[config.mk]
export PLATFORM = sky130hd
export DESIGN_NAME = bridge_irq_agg
export DESIGN_NICKNAME = d
export VERILOG_FILES = /design/src/rtl/bia_pkg.sv /design/src/rtl/bia_wdec.sv /design/src/rtl/bia_bank.sv /design/src/rtl/bia_irq_line.sv /design/src/rtl/bia_rdmux.sv /design/src/rtl/bridge_irq_agg.sv
export SDC_FILE = /design/constraint.sdc
export NUM_CORES = 1
export LEC_CHECK = 0
export ABC_CLOCK_PERIOD_IN_PS = 1300
export CORE_MARGIN = 2
export CORE_UTILIZATION = 39
export DETAILED_ROUTE_END_ITERATION = 7
export MAX_ROUTING_LAYER = met4
export PLACE_DENSITY = 0.83
export SYNTH_ARGS = -nofsm -noshare
export SYNTH_HDL_FRONTEND = slang
export SYNTH_HIERARCHICAL = 1
export SYNTH_SLANG_ARGS = --single-unit
[constraint.sdc]
create_clock -name clk -period 1.3 [get_ports clk]
set_input_delay 0.13 -clock clk [delete_from_list [all_inputs] [get_ports clk]]
set_output_delay 0.13 -clock clk [all_outputs]
set_load 0.02 [all_outputs]
[src/rtl/bia_pkg.sv]
package bia_pkg;

    localparam int INIT_SRC_N = 3;
    localparam int PATH_SRC_N = 2;

    // Word indices (byte offset / 4) of the register map
    localparam int IDX_INIT_EN = 0;
    localparam int IDX_INIT_ST = 1;
    localparam int IDX_TX_EN   = 2;
    localparam int IDX_TX_ST   = 3;
    localparam int IDX_RX_EN   = 4;
    localparam int IDX_RX_ST   = 5;

    // One bit per interrupt source; used for both the enable and status banks
    typedef struct packed {
        logic                  berr;
        logic [PATH_SRC_N-1:0] rx;
        logic [PATH_SRC_N-1:0] tx;
        logic [INIT_SRC_N-1:0] init;
    } ctl_t;

    localparam int CTL_W  = $bits(ctl_t);
    localparam int VIEW_W = PATH_SRC_N + 1;

    // Transmit or receive view: shared bus-error bit above the path bits
    function automatic logic [VIEW_W-1:0] path_view(input logic berr,
                                                    input logic [PATH_SRC_N-1:0] path);
        return {berr, path};
    endfunction

endpackage

[src/rtl/bia_wdec.sv]
module bia_wdec
    import bia_pkg::*;
#(
    parameter int IDX_W = 3
) (
    input  logic             we_i,
    input  logic [IDX_W-1:0] idx_i,
    input  logic [VIEW_W-1:0] wbits_i,
    output ctl_t             st_clr_o,
    output ctl_t             en_ld_o,
    output ctl_t             en_val_o
);

    always_comb begin
        st_clr_o = '0;
        en_ld_o  = '0;
        en_val_o = '0;
        if (we_i) begin
            case (idx_i)
                IDX_W'(IDX_INIT_EN): begin
                    en_ld_o.init  = '1;
                    en_val_o.init = wbits_i[INIT_SRC_N-1:0];
                end
                IDX_W'(IDX_INIT_ST): begin
                    st_clr_o.init = wbits_i[INIT_SRC_N-1:0];
                end
                IDX_W'(IDX_TX_EN): begin
                    en_ld_o.tx    = '1;
                    en_ld_o.berr  = 1'b1;
                    en_val_o.tx   = wbits_i[PATH_SRC_N-1:0];
                    en_val_o.berr = wbits_i[PATH_SRC_N];
                end
                IDX_W'(IDX_TX_ST): begin
                    st_clr_o.tx   = wbits_i[PATH_SRC_N-1:0];
                    st_clr_o.berr = wbits_i[PATH_SRC_N];
                end
                IDX_W'(IDX_RX_EN): begin
                    en_ld_o.rx    = '1;
                    en_ld_o.berr  = 1'b1;
                    en_val_o.rx   = wbits_i[PATH_SRC_N-1:0];
                    en_val_o.berr = wbits_i[PATH_SRC_N];
                end
                IDX_W'(IDX_RX_ST): begin
                    st_clr_o.rx   = wbits_i[PATH_SRC_N-1:0];
                    st_clr_o.berr = wbits_i[PATH_SRC_N];
                end
                default: ;
            endcase
        end
    end

endmodule

[src/rtl/bia_bank.sv]
module bia_bank #(
    parameter int W = 8
) (
    input  logic         clk,
    input  logic         rst,
    input  logic [W-1:0] set_i,
    input  logic [W-1:0] clr_i,
    output logic [W-1:0] q_o
);

    // Per-bit flop: a set in the same cycle as a clear leaves the bit set
    for (genvar b = 0; b < W; b++) begin : g_bit
        always_ff @(posedge clk) begin
            if (rst) begin
                q_o[b] <= 1'b0;
            end else if (set_i[b]) begin
                q_o[b] <= 1'b1;
            end else if (clr_i[b]) begin
                q_o[b] <= 1'b0;
            end
        end
    end

endmodule

[src/rtl/bia_irq_line.sv]
module bia_irq_line #(
    parameter int W = 3
) (
    input  logic         clk,
    input  logic         rst,
    input  logic [W-1:0] st_i,
    input  logic [W-1:0] en_i,
    output logic         irq_o
);

    always_ff @(posedge clk) begin
        if (rst) begin
            irq_o <= 1'b0;
        end else begin
            irq_o <= |(st_i & en_i);
        end
    end

endmodule

[src/rtl/bia_rdmux.sv]
module bia_rdmux
    import bia_pkg::*;
#(
    parameter int IDX_W  = 3,
    parameter int DATA_W = 32
) (
    input  logic [IDX_W-1:0]  idx_i,
    input  ctl_t              st_i,
    input  ctl_t              en_i,
    output logic [DATA_W-1:0] rdata_o
);

    localparam int PAD_V = DATA_W - VIEW_W;
    localparam int PAD_I = DATA_W - INIT_SRC_N;

    always_comb begin
        case (idx_i)
            IDX_W'(IDX_INIT_EN): rdata_o = {{PAD_I{1'b0}}, en_i.init};
            IDX_W'(IDX_INIT_ST): rdata_o = {{PAD_I{1'b0}}, st_i.init};
            IDX_W'(IDX_TX_EN):   rdata_o = {{PAD_V{1'b0}}, path_view(en_i.berr, en_i.tx)};
            IDX_W'(IDX_TX_ST):   rdata_o = {{PAD_V{1'b0}}, path_view(st_i.berr, st_i.tx)};
            IDX_W'(IDX_RX_EN):   rdata_o = {{PAD_V{1'b0}}, path_view(en_i.berr, en_i.rx)};
            IDX_W'(IDX_RX_ST):   rdata_o = {{PAD_V{1'b0}}, path_view(st_i.berr, st_i.rx)};
            default:             rdata_o = '0;
        endcase
    end

endmodule

[src/rtl/bridge_irq_agg.sv]
module bridge_irq_agg
    import bia_pkg::*;
#(
    parameter int ADDR_W = 5,
    parameter int DATA_W = 32
) (
    input  logic                  clk,
    input  logic                  rst,
    input  logic [INIT_SRC_N-1:0] ev_init,
    input  logic [PATH_SRC_N-1:0] ev_tx,
    input  logic [PATH_SRC_N-1:0] ev_rx,
    input  logic                  ev_bus_err,
    input  logic                  reg_we,
    input  logic [ADDR_W-1:0]     reg_addr,
    input  logic [DATA_W-1:0]     reg_wdata,
    output logic [DATA_W-1:0]     reg_rdata,
    output logic                  irq_init,
    output logic                  irq_tx,
    output logic                  irq_rx,
    output logic [3:0]            ext_irq_n
);

    localparam int IDX_W = ADDR_W - 2;

    logic [IDX_W-1:0] word_idx;
    ctl_t             st_q, en_q;
    ctl_t             st_clr, en_ld, en_val;
    ctl_t             ev_vec;
    logic             port_unused;

    assign word_idx    = reg_addr[ADDR_W-1:2];
    assign port_unused = ^{reg_addr[1:0], reg_wdata[DATA_W-1:VIEW_W]};

    assign ev_vec.init = ev_init;
    assign ev_vec.tx   = ev_tx;
    assign ev_vec.rx   = ev_rx;
    assign ev_vec.berr = ev_bus_err;

    bia_wdec #(.IDX_W(IDX_W)) u_wdec (
        .we_i     (reg_we),
        .idx_i    (word_idx),
        .wbits_i  (reg_wdata[VIEW_W-1:0]),
        .st_clr_o (st_clr),
        .en_ld_o  (en_ld),
        .en_val_o (en_val)
    );

    // Status bank: events set, write-1 clears
    bia_bank #(.W(CTL_W)) u_status (
        .clk   (clk),
        .rst   (rst),
        .set_i (ev_vec),
        .clr_i (st_clr),
        .q_o   (st_q)
    );

    // Enable bank: a loaded field takes the written value
    bia_bank #(.W(CTL_W)) u_enable (
        .clk   (clk),
        .rst   (rst),
        .set_i (en_ld & en_val),
        .clr_i (en_ld & ~en_val),
        .q_o   (en_q)
    );

    bia_irq_line #(.W(INIT_SRC_N)) u_irq_init (
        .clk   (clk),
        .rst   (rst),
        .st_i  (st_q.init),
        .en_i  (en_q.init),
        .irq_o (irq_init)
    );

    bia_irq_line #(.W(VIEW_W)) u_irq_tx (
        .clk   (clk),
        .rst   (rst),
        .st_i  (path_view(st_q.berr, st_q.tx)),
        .en_i  (path_view(en_q.berr, en_q.tx)),
        .irq_o (irq_tx)
    );

    bia_irq_line #(.W(VIEW_W)) u_irq_rx (
        .clk   (clk),
        .rst   (rst),
        .st_i  (path_view(st_q.berr, st_q.rx)),
        .en_i  (path_view(en_q.berr, en_q.rx)),
        .irq_o (irq_rx)
    );

    bia_rdmux #(.IDX_W(IDX_W), .DATA_W(DATA_W)) u_rdmux (
        .idx_i   (word_idx),
        .st_i    (st_q),
        .en_i    (en_q),
        .rdata_o (reg_rdata)
    );

    assign ext_irq_n = '1;

endmodule

==> impl_metrics.json, run 1 <==
{
  "holdBufCountCts": 0,
  "hold_viol_final": 0,
  "drt-initial-drc-count": 51,
  "p_leak_nw": 0.899,
  "synth_area_um2": 1590,
  "grt_pass1_wl_mm": 4.84,
  "arrival_ns": 1.37,
  "total_power_mw": 1.44,
  "synth_area_per_cell_um2": 8.83,
  "ys_seq_elements": 19,
  "grt_max_degree": 12,
  "grt_antenna_before_repair": 0,
  "ant_nets": 0,
  "instances_no_fill": 277,
  "clock_latency_ns": 0.25,
  "diodes": 0,
  "synth_seq_area_share_pct": 23.9,
  "globalplace.congestion": 0.831,
  "die_area_um2": 4600,
  "tns_ns": -0.509,
  "setup_ws_ns": -0.197,
  "grt_remaining_overflow": 0,
  "utilization_pct": 50.7,
  "avgViaCountPerCell": 4.30,
  "io_pins": 87,
  "holdWs_ns": 0.403,
  "synth_cell_type_count": 29,
  "hp-start": "ev_tx[0]",
  "cp-endpoint": "reg_rdata[1]",
  "async_reset_ff_share_pct": 0,
  "worstSetupPathType": "reg -> out",
  "powerDensity_nw_per_um2": 717,
  "cts_setup_buffers": 0,
  "hp-class": "in -> reg",
  "clk_pin_slew_worst_paths_ns": 0.08,
  "vdd_ir_drop_max_uv": 338,
  "final_max_slew_viol_count": 0,
  "synth_edf_count": 0,
  "setup_viol": 3,
  "dieHeight_um": 67.9,
  "wire_per_inst_um": 11.7,
  "max_freq_mhz": 668,
  "crit_start": "u_status/q_o[4]",
  "rsz0062_at_grt": "yes",
  "reg2reg_to": "u_irq_rx/irq_o",
  "violations": "setup timing",
  "rows": 23,
  "vias": 1190,
  "place_area_um2": 1900,
  "initial_core_util_pct": 40.0,
  "ys.flop_type": "dfxtp_1",
  "clockBufferDepth": 2,
  "hpwl_mm": 2.61,
  "status": "finished with violations",
  "maxCapViolCount": 0,
  "r2r_setup_slack_ns": 0.25,
  "drtPass1Iterations": 4,
  "cp_max_fo": 2,
  "grt.total_usage_pct": 14.6,
  "reg2reg_from": "u_status/q_o[7]",
  "cp-start-kind": "register",
  "netlist_instances": 180,
  "final_area_um2": 2010,
  "ys_warn_count": 6,
  "drive_gt1_share_pct": 42.7,
  "port_buffers": 22,
  "core_region_area_um2": 3970,
  "dp_cells": 273,
  "fin_worst_skew_ns": 0.00566,
  "cts_tree": "built",
  "syn2layout_area_growth_pct": 26.5,
  "grt_pass1_vias": 1075,
  "cts_inserted_buffers": 3,
  "finalWirelength_mm": 3.25,
  "cp.required_ns": 1.17,
  "min_period_over_period_pct": 115,
  "cts.sinks": 19,
  "ff2ff_path_depth": 3,
  "min_period_ns": 1.50,
  "endpoint_kind": "primary output",
  "drc_errors": 0,
  "htree_levels": 1,
  "fp.dieW_um": 67.9,
  "nNetsFinal": 276,
  "ctsRootBufferMaster": "clkbuf_8",
  "post-place-ws_ns": -0.769
}
==> synth_stat cells (all sizes together) (2+ instances only) <==
cell / n / area, µm²
dfxtp: 19 / 380
nor2b: 9 / 56.3
conb: 2 / 7.51
nand2b: 19 / 241
nor3: 3 / 20.0
nor2: 18 / 67.6
and2: 8 / 50.1
nand3b: 2 / 15.0
inv: 18 / 67.6
mux2: 4 / 45.0
buf: 41 / 323
a21oi: 17 / 145
nor3b: 2 / 20.0
mux4: 2 / 48.8
nand2: 6 / 22.5
a222oi: 3 / 30.0
nand3: 2 / 10.0
==> per-layer routing <==
layer	up-vias	GRT usage [%]	wire length, µm
met3	2	3.29	214
met2	39	28.8	1750
met5	-	-	0
met4	0	2.25	12
met1	553	14.8	1280
li1	596	-	-
==> cell type report <==
cell class / instances / area, µm²
timing repair buffer: 53 / 458
sequential: 19 / 388
multi-input combinational: 133 / 990
clock inverter: 1 / 5.00
fill: 377 / 1960
clock buffer: 3 / 41.3
inverter: 18 / 67.6
tap: 50 / 62.6
==> cell families (layout without fill, tap and decap cells) <==
logic type	count (synthesis)	count (layout)	share of synthesized area, %
AO/OA/AOI/OAI	23	23	12.6
other	2	33	0.472
flip-flops	19	19	23.9
buffers and inverters	59	75	24.5
XOR/XNOR	1	1	0.551
multiplexers	6	6	5.90
AND/OR/NAND/NOR	70	70	32.0
==> worst max-delay path: stages, from the launching register on <==
cell and delay, ns:
dfxtp_2 0.33, mux4_2 0.45, a22o_1 0.20, buf_6 0.13
==> where the power goes <==
| group | internal [mW] | switching (mW) | leakage [nW] |
|---|---|---|---|
| registers | 0.602 | 0.0142 | 0.157 |
| clock network | 0.213 | 0.200 | 0.0255 |
| logic | 0.183 | 0.230 | 0.716 |
==> flip-flops by register name, indices dropped and copies added, names as in the netlist <==
signal,count
u_enable/q_o,8
u_status/q_o,8
u_irq_init/irq_o,1
u_irq_rx/irq_o,1
u_irq_tx/irq_o,1
==> how the worst min path moves through the flow <==
stage | end | slack, ns | depth (start not counted)
final | u_status/q_o[3] | 0.40 | 3
after global routing | u_status/q_o[4] | 0.40 | 3
after CTS | u_status/q_o[3] | 0.40 | 3
after detailed placement | u_enable/q_o[0] | 0.59 | 3
after global placement | u_enable/q_o[4] | 0.58 | 3
after floorplan | u_irq_init/irq_o | 0.20 | 1
==> cells in the final DEF (no fill, tap or decap), types with 2 or more instances in the layout <==
cell type / netlist / final
clkdlybuf4s50_1: 0 / 12
mux4_2: 1 / 2
dlymetal6s2s_1: 0 / 3
clkbuf_8: 0 / 3
nand2b_4: 16 / 16
nand3_1: 2 / 2
buf_4: 37 / 31
nor3_1: 2 / 2
nor2b_1: 9 / 8
mux2_2: 4 / 3
nor2_1: 18 / 15
buf_6: 4 / 3
conb_1: 2 / 33
a21oi_2: 16 / 17
nand2_2: 0 / 2
nand2_1: 6 / 4
dfxtp_1: 19 / 13
inv_1: 18 / 18
dlygate4sd2_1: 0 / 2
and2_1: 8 / 8
nor2_2: 0 / 2
a222oi_1: 3 / 3
nand3b_1: 2 / 2
dfxtp_2: 0 / 6
nand2b_1: 2 / 2
==> repair_timing <==
item / in CTS / in global routing
pin swaps: 2 / 3
gates resized for setup: 35 / 15
setup endpoints to repair: 15 / 11
endpoints found under the hold margin: 0 / 0
No activity file was read; power rests on OpenSTA's default activity.
==> inputs of run 2 (changes only) <==
- GPL_ROUTABILITY_DRIVEN: unset -> 1
==> results of run 2 <==
Final layout, timing and power as in run 1 (identical DEF).
